==> config.mk <==
export PLATFORM = sky130hd
export DESIGN_NAME = rnd_word_reg
export DESIGN_NICKNAME = d
export VERILOG_FILES = /design/src/rtl/rnd_word_pkg.sv /design/src/rtl/rnd_fetch.sv /design/src/rtl/rnd_store.sv /design/src/rtl/rnd_rdmux.sv /design/src/rtl/rnd_word_reg.sv
export SDC_FILE = /design/constraint.sdc
export NUM_CORES = 1
export LEC_CHECK = 0
export BUFFER_PORTS_ARGS = -buffer_cell sky130_fd_sc_hd__buf_2
export CAP_MARGIN = 15
export CORE_MARGIN = 2
export CORE_UTILIZATION = 46
export DETAILED_ROUTE_END_ITERATION = 10
export PLACE_DENSITY = 0.79
export SYNTH_ARGS = -nofsm -noshare
export SYNTH_HDL_FRONTEND = slang
export SYNTH_SLANG_ARGS = --single-unit
==> constraint.sdc <==
create_clock -name clk -period 1.6 [get_ports clk]
set_input_delay 0.16 -clock clk [delete_from_list [all_inputs] [get_ports clk]]
set_output_delay 0.16 -clock clk [all_outputs]
set_load 0.005 [all_outputs]
==> src/rtl/rnd_word_pkg.sv <==
package rnd_word_pkg;

    // Read target selected by the address decoder
    typedef enum logic [1:0] {
        TGT_NONE = 2'd0,
        TGT_WORD = 2'd1,
        TGT_STAT = 2'd2
    } rd_tgt_e;

    // Status word bit positions (software decodes these)
    localparam int unsigned STAT_VALID_BIT = 0;
    localparam int unsigned STAT_ERR_BIT   = 1;

    // Handshake state of the fetch unit
    typedef struct packed {
        logic req;
    } fetch_state_t;

endpackage

==> src/rtl/rnd_fetch.sv <==
// Request/acknowledge sequencer towards the entropy source.
module rnd_fetch
    import rnd_word_pkg::*;
(
    input  logic clk,
    input  logic rst_n,
    input  logic refill,
    input  logic ent_ack,
    input  logic ent_err,
    output logic ent_req,
    output logic deliver,
    output logic fail
);

    fetch_state_t st_d, st_q;
    logic         hs_done;

    always_comb begin
        st_d    = st_q;
        hs_done = st_q.req && ent_ack;
        deliver = hs_done && !ent_err;
        fail    = hs_done && ent_err;
        if (hs_done) begin
            // a failed fetch keeps asking, a good one completes
            st_d.req = ent_err;
        end else if (refill) begin
            st_d.req = 1'b1;
        end
    end

    always_ff @(posedge clk or negedge rst_n) begin
        if (!rst_n) begin
            st_q.req <= 1'b1;
        end else begin
            st_q <= st_d;
        end
    end

    assign ent_req = st_q.req;

endmodule

==> src/rtl/rnd_store.sv <==
// Holds the random word plus its valid and error flags.
module rnd_store #(
    parameter int unsigned WORD_W = 32
) (
    input  logic              clk,
    input  logic              rst_n,
    input  logic              deliver,
    input  logic              fail,
    input  logic              consume,
    input  logic [WORD_W-1:0] ent_data,
    output logic [WORD_W-1:0] word,
    output logic              valid,
    output logic              err
);

    typedef struct packed {
        logic [WORD_W-1:0] word;
        logic              valid;
        logic              err;
    } store_t;

    store_t st_d, st_q;

    always_comb begin
        st_d = st_q;
        if (deliver) begin
            st_d.word  = ent_data;
            st_d.valid = 1'b1;
            st_d.err   = 1'b0;
        end else if (fail) begin
            st_d.err = 1'b1;
        end
        if (consume) begin
            st_d.word  = '0;
            st_d.valid = 1'b0;
        end
    end

    always_ff @(posedge clk or negedge rst_n) begin
        if (!rst_n) begin
            st_q <= '0;
        end else begin
            st_q <= st_d;
        end
    end

    assign word  = st_q.word;
    assign valid = st_q.valid;
    assign err   = st_q.err;

endmodule

==> src/rtl/rnd_rdmux.sv <==
// Address decode, read data selection and read side-effect detection.
module rnd_rdmux
    import rnd_word_pkg::*;
#(
    parameter int unsigned WORD_W    = 32,
    parameter int unsigned ADDR_W    = 8,
    parameter int unsigned WORD_ADDR = 0,
    parameter int unsigned STAT_ADDR = 4
) (
    input  logic              rd_en,
    input  logic [ADDR_W-1:0] rd_addr,
    input  logic [WORD_W-1:0] word,
    input  logic              valid,
    input  logic              err,
    output logic [WORD_W-1:0] rd_data,
    output logic              consume
);

    localparam logic [ADDR_W-1:0] WORD_A = ADDR_W'(WORD_ADDR);
    localparam logic [ADDR_W-1:0] STAT_A = ADDR_W'(STAT_ADDR);

    rd_tgt_e           tgt;
    logic [WORD_W-1:0] stat;

    always_comb begin
        stat                 = '0;
        stat[STAT_VALID_BIT] = valid;
        stat[STAT_ERR_BIT]   = err;
        if (!rd_en) begin
            tgt = TGT_NONE;
        end else if (rd_addr == WORD_A) begin
            tgt = TGT_WORD;
        end else if (rd_addr == STAT_A) begin
            tgt = TGT_STAT;
        end else begin
            tgt = TGT_NONE;
        end
        unique case (tgt)
            TGT_WORD: rd_data = valid ? word : '0;
            TGT_STAT: rd_data = stat;
            default:  rd_data = '0;
        endcase
        consume = (tgt == TGT_WORD) && valid;
    end

endmodule

==> src/rtl/rnd_word_reg.sv <==
// Top: random word register refilled from an entropy source.
module rnd_word_reg #(
    parameter int unsigned WORD_W    = 32,
    parameter int unsigned ADDR_W    = 8,
    parameter int unsigned WORD_ADDR = 0,
    parameter int unsigned STAT_ADDR = 4
) (
    input  logic              clk,
    input  logic              rst_n,
    input  logic              rd_en,
    input  logic [ADDR_W-1:0] rd_addr,
    output logic [WORD_W-1:0] rd_data,
    output logic              ent_req,
    input  logic              ent_ack,
    input  logic [WORD_W-1:0] ent_data,
    input  logic              ent_err
);

    logic              deliver;
    logic              fail;
    logic              consume;
    logic [WORD_W-1:0] word_q;
    logic              word_valid;
    logic              word_err;

    rnd_fetch u_fetch (
        .clk     (clk),
        .rst_n   (rst_n),
        .refill  (consume),
        .ent_ack (ent_ack),
        .ent_err (ent_err),
        .ent_req (ent_req),
        .deliver (deliver),
        .fail    (fail)
    );

    rnd_store #(.WORD_W(WORD_W)) u_store (
        .clk      (clk),
        .rst_n    (rst_n),
        .deliver  (deliver),
        .fail     (fail),
        .consume  (consume),
        .ent_data (ent_data),
        .word     (word_q),
        .valid    (word_valid),
        .err      (word_err)
    );

    rnd_rdmux #(
        .WORD_W    (WORD_W),
        .ADDR_W    (ADDR_W),
        .WORD_ADDR (WORD_ADDR),
        .STAT_ADDR (STAT_ADDR)
    ) u_rdmux (
        .rd_en   (rd_en),
        .rd_addr (rd_addr),
        .word    (word_q),
        .valid   (word_valid),
        .err     (word_err),
        .rd_data (rd_data),
        .consume (consume)
    );

endmodule

## Word-level counts from Yosys, hierarchy flattened

Index checks and enable logic that the tools add are counted.

| storage, ports and cells | value |
|---|---|
| output and inout bits | 33 |
| logic and storage cells | 27 |
| register bits | 35 |
| input port bits | 45 |

| operators by class | value |
|---|---|
| muxes and demuxes | 11 |
| equal/unequal tests | 3 |
| reduce and logical (&&, ||, !) cells | 9 |

Operator list:

| cell | number |
|---|---|
| $mux 33 | 2 |
| $pmux 32 s2 | 1 |
| $mux 32 | 1 |
| $eq 8x3->1 const B | 1 |
| $logic_not 8->1 | 1 |
| $mux 2 | 3 |
| $reduce_bool 2->1 | 3 |
| $logic_and 1x1->1 | 4 |
| $mux 1 | 4 |
| $eq 2x1->1 const B | 1 |
| $eq 2x2->1 const B | 1 |
| $logic_not 1->1 | 1 |

## Depth between registers and ports, before layout

Gate-level depths: netlist (run 1).

| depth | value |
|---|---|
| depth after elaboration | 8 |
| mapped depth | 5 |
| gate-level depth less buffers | 3 |

## Modules after synthesis

A second synthesis (run 1) with hierarchy kept.

| second synthesis, totals | value |
|---|---|
| cells, all modules | 195 |
| area total of the unflattened synthesis | 2054.5 µm² |

By module, submodules not included:

| module | cells each | sequential area each (µm²) | area an instance (µm²) | times used |
|---|---|---|---|---|
| rnd_store | 110 | 850.8 | 1395.1 | 1 |
| rnd_rdmux | 80 | 0.0 | 609.3 | 1 |
| rnd_fetch | 5 | 26.3 | 50.0 | 1 |

## Worst setup path after synthesis (run 1)

Ideal clock, no wire load.

| path | value |
|---|---|
| kind | reg-to-reg |
| start | reg u_fetch.st_q, in the netlist u_fetch.ent_req |
| end | reg u_store.st_q, in the netlist u_store.word[0] |
| arrival | 1261 ps |
| buffers on the path | 2 |
| stages on the path, launching flop included | 6 |
| setup time | 77 ps |
| required time | 1523 ps |
| period minus slack after synthesis | 1338 ps |
| slack | 262 ps |
| path through | dfstp_2 > and3b_1 > buf_2 > clkbuf_1 > nand2_1 > a21oi_1 |

| on the way | value |
|---|---|
| cells in the longest elaborated chain, start to end | 3 |

Ends and longest elaborated chain:

| what | RTL line | source |
|---|---|---|
| start: declaration | rnd_fetch.sv:15 | `fetch_state_t st_d, st_q;` |
| start signal: assignment | rnd_fetch.sv:35 | `st_q <= st_d;` |
| $logic_and 1x1->1 | rnd_fetch.sv:20 | `hs_done = st_q.req && ent_ack;` |
| $logic_and 1x1->1 | rnd_fetch.sv:21 | `deliver = hs_done && !ent_err;` |
| $reduce_bool 2->1 (no line) | n/a |  |
| end signal: assignment | rnd_store.sv:43 | `st_q <= st_d;` |
| end: declaration | rnd_store.sv:22 | `store_t st_d, st_q;` |

No other way between the ends.
A chain may end at the register's enable or synchronous reset.

## Final worst setup path (run 1)

| path | value |
|---|---|
| start | reg u_store.st_q, in the netlist u_store.valid |
| end | out rd_data[14] |

| on the way | value |
|---|---|
| cells in the longest elaborated chain, start to end | 2 |

Ends and longest elaborated chain:

| what | RTL line | source |
|---|---|---|
| $mux 32 | rnd_rdmux.sv:39 | `TGT_WORD: rd_data = valid ? word : '0;` |
| $pmux 32 s2 | rnd_rdmux.sv:38 | `unique case (tgt)` |
| end: declaration | rnd_word_reg.sv:12 | `output logic [WORD_W-1:0] rd_data,` |

No other way between the ends.

==> results.md, run 1 <==
* Largest net degree at the start of global routing at 36
* Sequential share of power at 0.641
* Sequential-to-total area share from yosys stat at 0.525
* Worst hold path type: in2reg
* Clock power frac at 0.303
* Design area at 2350 um^2
* PD cells at 586 nW/um^2
* Max-cap violations at 0
* CP Class: reg2out
* Switch Pwr at 0.296 mW
* Max stage delay cell, worst path: dfrtp_1
* Worst-path maximum fanout at 9
* CP Data Required Time at 1.44 ns
* Worst Setup End Kind: output pin
* Nets at 320
* WL/cell at 12.4 um
* Dpl hpwl at 2460 um
* Core Box Area at 3420 um^2
* Average size of a mapped cell at 8.75 um^2
* Syn nets at 236
* Peak VDD IR at 0.518 mV
* Number of global-route vias before repair at 1550
* Top post-synthesis cells by area: dfrtp_1 51%, nand2_1 15%, and2_1 11%
* Crit path cell chain: and4b_4 -> clkbuf_16 -> and2_4 -> buf_6
* CTS tree: done
* Io pins at 78
* Comb pwr share at 0.056
* Switching share of power at 0.214
* Antenna Cells at 0
* Fin util at 0.689
* Initial antenna violation count at 0
* Crit start category: flip-flop
* Syn. warnings at 0
* CP Data Arrival Time at 1.43 ns
* Setup Skew at 0.00436 ns
* Final slew viol count at 0
* Initial DRC count at 67
* Clk Latency, worst-skew pair at 0.32 ns
* Crit path largest cell delay at 0.38 ns
* Clock buffer depth at 2
* CTS clk-pin slew, worst paths at 0.10 ns
* Worst path bufs/invs at 2
* Routed vias at 1562
* Die area at 4130 um^2
* Port Buffers at 77
* Synthesized instance count at 191
* Synthesis-to-finish area growth at 40.8%
* FF+latch count, synth at 35
* RSZ-0062 raised after global routing: yes
* Clock period minus final worst setup slack at 1.59 ns
* Status: completed
* CTS Buf Count at 5
* Placed Instance Area at 2090 um^2
* Lkg Pwr at 1.20 nW
* Synthesized area at 1670 um^2
* Clk root buf: clkbuf_4
* Final hold vios at 0
* Rows at 21
* DRC violations left at 0
* Final setup violating endpoints at 0
* Die width at 64.3 um
* Post-route clock period utilization at 0.993
* GRT overflow at 0
* Yosys top cell by area: dfrtp_1
* Hold_ws at 0.0558 ns
* Fmax at 629 MHz
* Final RePlAce weighted congestion at 0.707
* GR Util All Layers at 0.208
* Share of cells above drive strength 1 at 0.401
* H-tree Lvls at 2
* Slew HR at 0.504
* CP top delay family: simple AND/OR/NAND/NOR gates
* Worst-Margin Slew at 0.744 ns
* WL final at 3980 um
* Routed Antenna Nets at 0
* Dpl cells at 306
* Initial core utilization at 0.489
* DR pass1 iterations at 4
* Die Y at 64.3 um
* Distinct cells, synth at 18
* Int Power at 1.08 mW
* Non-filler cells, final at 320
* First-pass GRT wire length at 6630 um
* Synth top area share at 0.509
* Via-per-instance ratio at 4.88
* CTS Sinks at 35
* Setup TNS at 0 ns
==> state kept, by name, summed over array words and instances, names as in the netlist <==
name             count
u_fetch.ent_req      1
u_store.valid        1
u_store.word        32
u_store.err          1
==> cell type report <==
cell class	instances	area, um^2
Sequential cell	35	877
Clock buffer	6	41.3
Tap cell	46	57.6
Multi-Input combinational cell	142	729
Fill cell	301	1060
Timing Repair Buffer	91	648
==> routing by layer <==
layer | part of all wire | track usage
met2 | 0.53 | 0.378
met1 | 0.40 | 0.230
met5 | 0 | 0
met3 | 0.058 | 0.0458
met4 | 0.014 | 0.0931
==> stage by stage <==
step                power (mW)  setup WS [ns]
floorplan                0.906          0.262
global placement         0.976         0.0942
detailed placement       0.977         0.0914
CTS                       1.39       -0.00690
global route              1.44        -0.0520
finish                    1.38         0.0105
==> logic make-up after synthesis <==
family / share of synthesized area
mux: 0.00674
simple gates: 0.306
flops: 0.525
compound gates: 0.106
buf+inv: 0.0561
==> power by group through the flow <==
stage / Sequential (mW) / Clock, mW / Combinational (mW)
detailed placement: 0.901 / 0 / 0.0760
global placement: 0.901 / 0 / 0.0750
floorplan: 0.902 / 0 / 0.00446
global route: 0.884 / 0.473 / 0.0863
CTS: 0.884 / 0.425 / 0.0781
finish: 0.884 / 0.418 / 0.0767
==> worst min-delay path, delay by kind of cell <==
family          cells  cell delay [ns]
buf+inv             1             0.09
simple gates        1             0.04
compound gates      1             0.05
==> cell usage after synthesis (all sizes together) <==
library cell,count
nand2,67
clkbuf,4
dfstp,1
nor2,3
nor4b,1
and4b,1
and2,30
a21oi,33
nor4,1
o21ai,1
mux2,1
dfrtp,34
o21a,1
nand3b,2
and3b,1
buf,10
==> placed cells by master, fill, tap and decap left out, drive strengths merged <==
cell,synthesis,routed
dfstp,1,1
bufbuf,0,2
o21a,1,1
dlygate4sd3,0,1
o21ai,1,1
nand3b,2,2
nor4,1,1
nor4b,1,1
dfrtp,34,34
mux2,1,1
and2,30,30
and3b,1,1
nand2,67,67
buf,10,87
nor2,3,3
and4b,1,1
clkbuf,4,7
a21oi,33,33
==> path summary, 6_finish.rpt <==
path                             startpoint          endpoint  slack (ns)  depth (start not counted)
min reg2reg                u_store.word[15]  u_store.word[15]        0.52                          2
min in group asynchronous             rst_n   u_store.word[7]        0.43                          2
max in group asynchronous             rst_n  u_store.word[31]        0.69                          2
min                            ent_data[26]  u_store.word[26]        0.06                          3
max                           u_store.valid       rd_data[14]        0.01                          4
max reg2reg                   u_store.valid  u_store.word[25]        0.23                          5
==> what timing repair did <==
action | CTS | global route
endpoints found under the hold margin | 34 | 0
setup endpoints to repair | 30 | 30
gates resized for setup | 7 | 14
pin swaps | 0 | 2
buffers inserted | 3 | 1
hold buffers | 1 | 0
cloned | 2 | 1
Power figures use the tool's default switching activity.
==> run 2, diff against run 1 <==
--- a/config.mk
+++ b/config.mk
@@ -8,9 +8,9 @@
 export BUFFER_PORTS_ARGS = -buffer_cell sky130_fd_sc_hd__buf_2
 export CAP_MARGIN = 15
 export CORE_MARGIN = 2
-export CORE_UTILIZATION = 46
+export CORE_UTILIZATION = 49
 export DETAILED_ROUTE_END_ITERATION = 10
-export PLACE_DENSITY = 0.79
+export PLACE_DENSITY = 0.84
 export SYNTH_ARGS = -nofsm -noshare
 export SYNTH_HDL_FRONTEND = slang
 export SYNTH_SLANG_ARGS = --single-unit
==> constraint.sdc (replaced) <==
create_clock -name clk -period 2.05 [get_ports clk]
set_input_delay 0.205 -clock clk [delete_from_list [all_inputs] [get_ports clk]]
set_output_delay 0.205 -clock clk [all_outputs]
set_load 0.005 [all_outputs]
==> run 2 against run 1 <==
Count of clock-buffer cells in the layout grew 1. First-iteration DRC count increased by 27%. Largest cell class unchanged. Largest power group unchanged. Non-clock buffer count down 10. Wire length down 17%. Highest routed layer unchanged. Core utilization is 5.0 points lower. Final cell count shrank 2.5%. Flip-flop and latch count is the same.
==> results.md, run 2 (same netlist as run 1, synthesis figures left out) <==
* Place WS at 0.444 ns (+0.353 ns)
* Status: completed
* Peak VDD IR at 0.372 mV (-28%)
* Final setup violating endpoints at 0 (unchanged)
* Worst path bufs/invs at 2 (unchanged)
* Lkg Pwr at 1.11 nW (-7.7%)
* Clock period minus final worst setup slack at 1.72 ns
* Number of global-route vias before repair at 1341 (-13%)
* First-pass GRT wire length at 5730 um (-14%)
* GR Util All Layers at 0.188 (-0.0195)
* Core Box Area at 3310 um^2 (-3.1%)
* Total power at 1.08 mW (-21%)
* Via-per-instance ratio at 4.69 (-3.9%)
* Setup bufs post-CTS at 0 (-3)
* Max stage delay cell, worst path: dfrtp_1
* CTS Hold Bufs at 1 (unchanged)
* Largest net degree at the start of global routing at 65 (+81%)
* CTS Buf Count at 5 (unchanged)
* Die Y at 62.4 um (-2.9%)
* CTS Sinks at 35 (unchanged)
* Dpl hpwl at 2280 um (-7.5%)
* Worst-path maximum fanout at 64 (+55)
* DR pass1 iterations at 4 (unchanged)
* Nets at 310 (-3.1%)
* CP Data Arrival Time at 1.52 ns (+0.09 ns)
* Most frequent cells in the layout: 77 x buf_2, 67 x nand2_1, 34 x dfrtp_1
* CP top delay family: simple AND/OR/NAND/NOR gates
* Worst Setup End Kind: output pin
* Initial DRC count at 85 (+27%)
* Crit start category: flip-flop
* Final hold vios at 0 (unchanged)
* CTS resizes at 0 (-7)
* Routed vias at 1464 (-6.3%)
* Rows at 21 (unchanged)
* Port Buffers at 77 (unchanged)
* Dpl cells at 303 (-0.98%)
* Die area at 3890 um^2 (-5.7%)
* Worst-Margin Slew at 0.736 ns (-0.00784 ns)
* Clk Latency, worst-skew pair at 0.33 ns (about the same)
* Fin util at 0.639 (-0.0496)
* Clk root buf: clkbuf_4
* Post-route setup slack at 0.326 ns (+0.315 ns)
* Synthesis-to-finish area growth at 26.6%
* Fill count at 323 (+7.3%)
* Slew HR at 0.509 (+0.00523)
* Final RePlAce weighted congestion at 0.784 (+11%)
* Non-filler cells, final at 312 (-2.5%)
* Crit path largest cell delay at 0.41 ns (+0.03 ns)
* GRT overflow at 0 (unchanged)
* Max reg flops at 32 (unchanged)
* Antenna Cells at 0 (unchanged)
* Worst hold path type: in2reg
* Initial core utilization at 0.505 (+0.0155)
* Routed Antenna Nets at 0 (unchanged)
* CP Class: reg2out
* RSZ-0062 raised after global routing: no
* Fmax at 580 MHz
* Die width at 62.4 um (-2.9%)
* Initial antenna violation count at 0 (unchanged)
* Io pins at 78 (unchanged)
* Setup Skew at 0.00669 ns (+0.00233 ns)
* DRC violations left at 0 (unchanged)
* Crit path cell chain: and4b_2 -> buf_12 -> and2_1 -> buf_2
* Clock buffer depth at 2 (unchanged)
* CTS clk-pin slew, worst paths at 0.10 ns (about the same)
* Post-route clock period utilization at 0.841
* PD cells at 512 nW/um^2 (-13%)
* Commonest non-fill, non-tap cell in the layout: buf_2
* H-tree Lvls at 2 (unchanged)
* WL/cell at 10.6 um (-15%)
* Share of cells above drive strength 1 at 0.342 (-0.0594)
* Setup TNS at 0 ns (unchanged)
* Max-cap violations at 0 (unchanged)
* CP Data Required Time at 1.85 ns (+0.41 ns)
* Final slew viol count at 0 (unchanged)
* CTS tree: done
* WL final at 3310 um (-17%)
[run 2: cell count changes in the layout (fill, tap and decap cells not counted), moves of 2 or more]
cell       change
buf_6         -10
buf_2         +10
and2_4        -10
and2_1        +10
buf_4          -6
bufbuf_16      -2
[run 2: through the flow]
step / instance area (um^2) / hold WS (ns)
final: 2120 / 0.0977
after CTS: 2120 / 0.0924
after global placement: 2060 / 0.314
after detailed placement: 2060 / 0.310
after floorplan: 1670 / -0.0906
after global routing: 2120 / 0.0709
[run 2: path summary, 6_finish.rpt]
kind                                  startpoint          endpoint  slack (ns)  depth (start not counted)
min in group asynchronous                  rst_n   u_store.word[8]        0.47                          2
worst min-delay path                 ent_data[0]   u_store.word[0]         0.1                          3
worst max register to register   u_fetch.ent_req  u_store.word[11]        0.66                          4
worst max-delay path               u_store.valid       rd_data[26]        0.33                          4
max in group asynchronous                  rst_n  u_store.word[22]        1.11                          2
worst min register to register  u_store.word[26]  u_store.word[26]        0.52                          2
[run 2: final cells by class]
class / count / area, um^2 / area share
multi-input combinational: 142 / 702 / 0.332
sequential: 35 / 877 / 0.414
clock inverter: 1 / 5.00 / 0.00236
tap: 46 / 57.6 / 0.0272
timing repair buffer: 81 / 430 / 0.203
clock buffer: 7 / 45.0 / 0.0213
[run 2: power by group]
group	switching [mW]	total (mW)	internal, mW
Clock	0.202	0.336	0.133
Combinational	0.0259	0.0591	0.0331
Sequential	0	0.690	0.690
[run 2: metal layers]
metal	GRT usage	share of wire	up-vias
met5	0	0	-
met1	0.230	0.44	656
met2	0.309	0.48	49
met3	0.0559	0.062	7
met4	0.0833	0.019	0
li1	-	-	752
[run 2: worst reg2reg max path: stages, from the launching register on]
cell and delay (ns):
dfstp_2 0.58, and3b_1 0.16, buf_4 0.31, nand2_1 0.10, a21oi_1 0.16
==> run 3, diff against run 2 <==
--- a/config.mk
+++ b/config.mk
@@ -5,12 +5,13 @@
 export SDC_FILE = /design/constraint.sdc
 export NUM_CORES = 1
 export LEC_CHECK = 0
+export ABC_AREA = 1
 export BUFFER_PORTS_ARGS = -buffer_cell sky130_fd_sc_hd__buf_2
 export CAP_MARGIN = 15
 export CORE_MARGIN = 2
-export CORE_UTILIZATION = 49
+export CORE_UTILIZATION = 43
 export DETAILED_ROUTE_END_ITERATION = 10
-export PLACE_DENSITY = 0.84
+export PLACE_DENSITY = 0.76
 export SYNTH_ARGS = -nofsm -noshare
 export SYNTH_HDL_FRONTEND = slang
 export SYNTH_SLANG_ARGS = --single-unit
==> constraint.sdc (replaced) <==
create_clock -name clk -period 1.5 [get_ports clk]
set_input_delay 0.15 -clock clk [delete_from_list [all_inputs] [get_ports clk]]
set_output_delay 0.15 -clock clk [all_outputs]
set_load 0.005 [all_outputs]
==> run 3 against run 2 <==
The flow now finishes with violations (setup timing). Register-to-register slack worse by 0.56 ns. Sequential share of layout area shrank 8.8 points. Wire length up 38%. Synthesized area grew 11%. Critical path type unchanged.
==> results.md, run 3 <==
* Rows at 23 (+9.5%)
* Failing checks: setup timing
* Antenna Cells at 0 (unchanged)
* CTS clk-pin slew, worst paths at 0.07 ns (-0.03 ns)
* Core Box Area at 4060 um^2 (+23%)
* Largest net degree at the start of global routing at 33 (-49%)
* PD cells at 993 nW/um^2 (+94%)
* Die Y at 69.6 um (+11%)
* Syn. warnings at 0 (unchanged)
* FF+latch count, synth at 35 (unchanged)
* Post-synth top cells: 55 x nand3_1, 37 x nand2_1, 34 x dfrtp_1
* Max stage delay cell, worst path: dfrtp_1
* Syn nets at 276 (+17%)
* CP top delay family: simple AND/OR/NAND/NOR gates
* Synthesis-to-finish area growth at 45.4%
* Yosys top cell by area: dfrtp_1
* Initial DRC count at 133 (+56%)
* Async SR Flop Fraction at 1.00 (unchanged)
* Worst Setup End Kind: output pin
* Share of cells above drive strength 1 at 0.448 (+0.106)
* Clk root buf: clkbuf_8
* Synthesized area at 1850 um^2 (+11%)
* Initial core utilization at 0.455 (-0.0495)
* Die area at 4840 um^2 (+24%)
* Max-cap violations at 0 (unchanged)
* First-pass GRT wire length at 7190 um (+25%)
* CTS Sinks at 35 (unchanged)
* Final slew viol count at 0 (unchanged)
* Lkg Pwr at 1.49 nW (+34%)
* Synth top area share at 0.460 (-0.0486)
* WL/cell at 12.4 um (+17%)
* Routed vias at 1783 (+22%)
* CTS tree: done
* Post-route clock period utilization at 1.00
* Clk Latency, worst-skew pair at 0.28 ns (-0.05 ns)
* Slew HR at 0.573 (+0.0639)
* Distinct cells, synth at 18 (unchanged)
* Peak VDD IR at 0.582 mV (+56%)
* Routed Antenna Nets at 0 (unchanged)
* Status: complete, but fails checks
* DRC violations left at 0 (unchanged)
* Dpl cells at 347 (+15%)
* Max reg flops at 32 (unchanged)
* CTS Buf Count at 5 (unchanged)
* Worst hold path type: in2reg
* Non-filler cells, final at 367 (+18%)
* Clock period minus final worst setup slack at 1.50 ns
* WL final at 4570 um (+38%)
* Most frequent cells in the layout: 77 x buf_2, 55 x nand3_1, 37 x nand2_1
* RSZ-0062 raised after global routing: yes
* Worst-path maximum fanout at 8 (-88%)
* Clock buffer depth at 2 (unchanged)
* CP Class: reg2out
* Number of global-route vias before repair at 1702 (+27%)
* Final hold vios at 0 (unchanged)
* Crit start category: flip-flop
* Via-per-instance ratio at 4.86 (+3.5%)
* CP Data Required Time at 1.35 ns (-0.50 ns)
* Count leader, synth: nand3_1
* Hold_ws at 0.0955 ns (-0.00228 ns)
* Crit path cell chain: and3_4 -> nand2_8 -> clkbuf_16 -> nor2_2 -> buf_2
* GR Util All Layers at 0.180 (-0.00771)
* Synthesized instance count at 231 (+21%)
* CP Data Arrival Time at 1.35 ns (-0.17 ns)
* Fmax at 665 MHz
* Dpl hpwl at 2810 um (+24%)
* Setup Skew at 0.00674 ns (+0.0000505 ns)
* Port Buffers at 77 (unchanged)
* Main synth FF type: dfrtp_1
* Average size of a mapped cell at 8.00 um^2 (-8.6%)
* Commonest non-fill, non-tap cell in the layout: buf_2
* Worst-Margin Slew at 0.639 ns (-0.0968 ns)
* Die width at 69.6 um (+11%)
* GRT overflow at 0 (unchanged)
* Nets at 361 (+16%)
* Top post-synthesis cells by area: dfrtp_1 46%, nand3_1 15%, nand2_1 7.5%
* Initial antenna violation count at 0 (unchanged)
* DR pass1 iterations at 4 (unchanged)
* Worst path bufs/invs at 2 (unchanged)
* Final setup violating endpoints at 3 (+3)
* Final RePlAce weighted congestion at 0.749 (-4.4%)
* Io pins at 78 (unchanged)
* EDFF count, synth at 0 (unchanged)
* Post-route setup slack at -0.00466 ns (-0.331 ns)
* Crit path largest cell delay at 0.35 ns (-0.06 ns)
* H-tree Lvls at 2 (unchanged)
* Sequential-to-total area share from yosys stat at 0.475 (-0.0501)
## run 3: changes by cell type after synthesis, sizes merged, moves of 2 or more
cell	change
buf	+5
inv	+34
clkbuf	-3
nor2	+34
nand2	-29
a21oi	-30
nand3	+65
nand3b	-2
and2	-30
## run 3: final timing paths
check / start / end / slack (ns) / cells past startpoint
min reg2reg: u_store.word[13] / u_store.word[13] / 0.50 / 2
max reg2reg: u_store.valid / u_store.word[31] / 0.10 / 6
max: u_store.valid / rd_data[26] / -0.005 / 5
min: ent_data[30] / u_store.word[30] / 0.1 / 3
min in group asynchronous: rst_n / u_store.word[12] / 0.35 / 2
max in group asynchronous: rst_n / u_store.word[9] / 0.58 / 3
## run 3: timing repair
item | CTS | global route
pin swaps | 2 | 1
hold buffers | 1 | 0
hold endpoints to repair | 17 | 0
gates cloned | 3 | 3
gates resized for setup | 3 | 29
endpoints found under the setup margin | 30 | 21
setup buffers | 3 | 2
## run 3: layer usage
layer	global-route usage	vias to the layer above	wire length, um
met2	0.318	60	2350
met1	0.222	825	1920
li1	-	892	-
met3	0.0451	6	259
met5	0	-	0
met4	0.0414	0	35
## run 3: through the flow
| step | util | setup slack [ns] | cell area, um^2 | TNS [ns] | power (mW) |
|---|---|---|---|---|---|
| global route | 0.662 | -0.0486 | 2690 | -1.09 | 2.85 |
| finish | 0.662 | -0.00466 | 2690 | -0.00715 | 2.67 |
| floorplan | - | 0.216 | 1850 | 0 | 1.70 |
| CTS | 0.614 | 0.0240 | 2490 | 0 | 2.63 |
| global placement | 0.555 | 0.195 | 2250 | 0 | 1.85 |
| detailed placement | 0.555 | 0.136 | 2250 | 0 | 1.89 |
## run 3: worst reg2reg max path, delay by kind of cell, from the launching register on
family	cells	cell delay, ns
and+or+nand+nor	4	0.49
buffers and inverters	2	0.45
DFF	1	0.35
## run 3: cell families (layout without fill, tap and decap cells)
group | after synthesis | count (layout) | synth area share
simple gates | 141 | 141 | 0.382
compound gates | 5 | 5 | 0.0149
buf+inv | 50 | 136 | 0.129
flops | 35 | 35 | 0.475
## run 3: where the power goes
group          leakage, nW  internal [mW]  switching [mW]  total, mW
sequential           0.431           1.20           0.152       1.36
clock               0.0515          0.418           0.307      0.725
combinational         1.01          0.246           0.342      0.587
## run 3: layout make-up
cell class	instances	area, um^2
Clock buffer	8	100
Fill cell	364	1370
Inverter	34	128
Multi-Input combinational cell	146	857
Sequential cell	35	877
Tap cell	50	62.6
Timing Repair Buffer	94	663
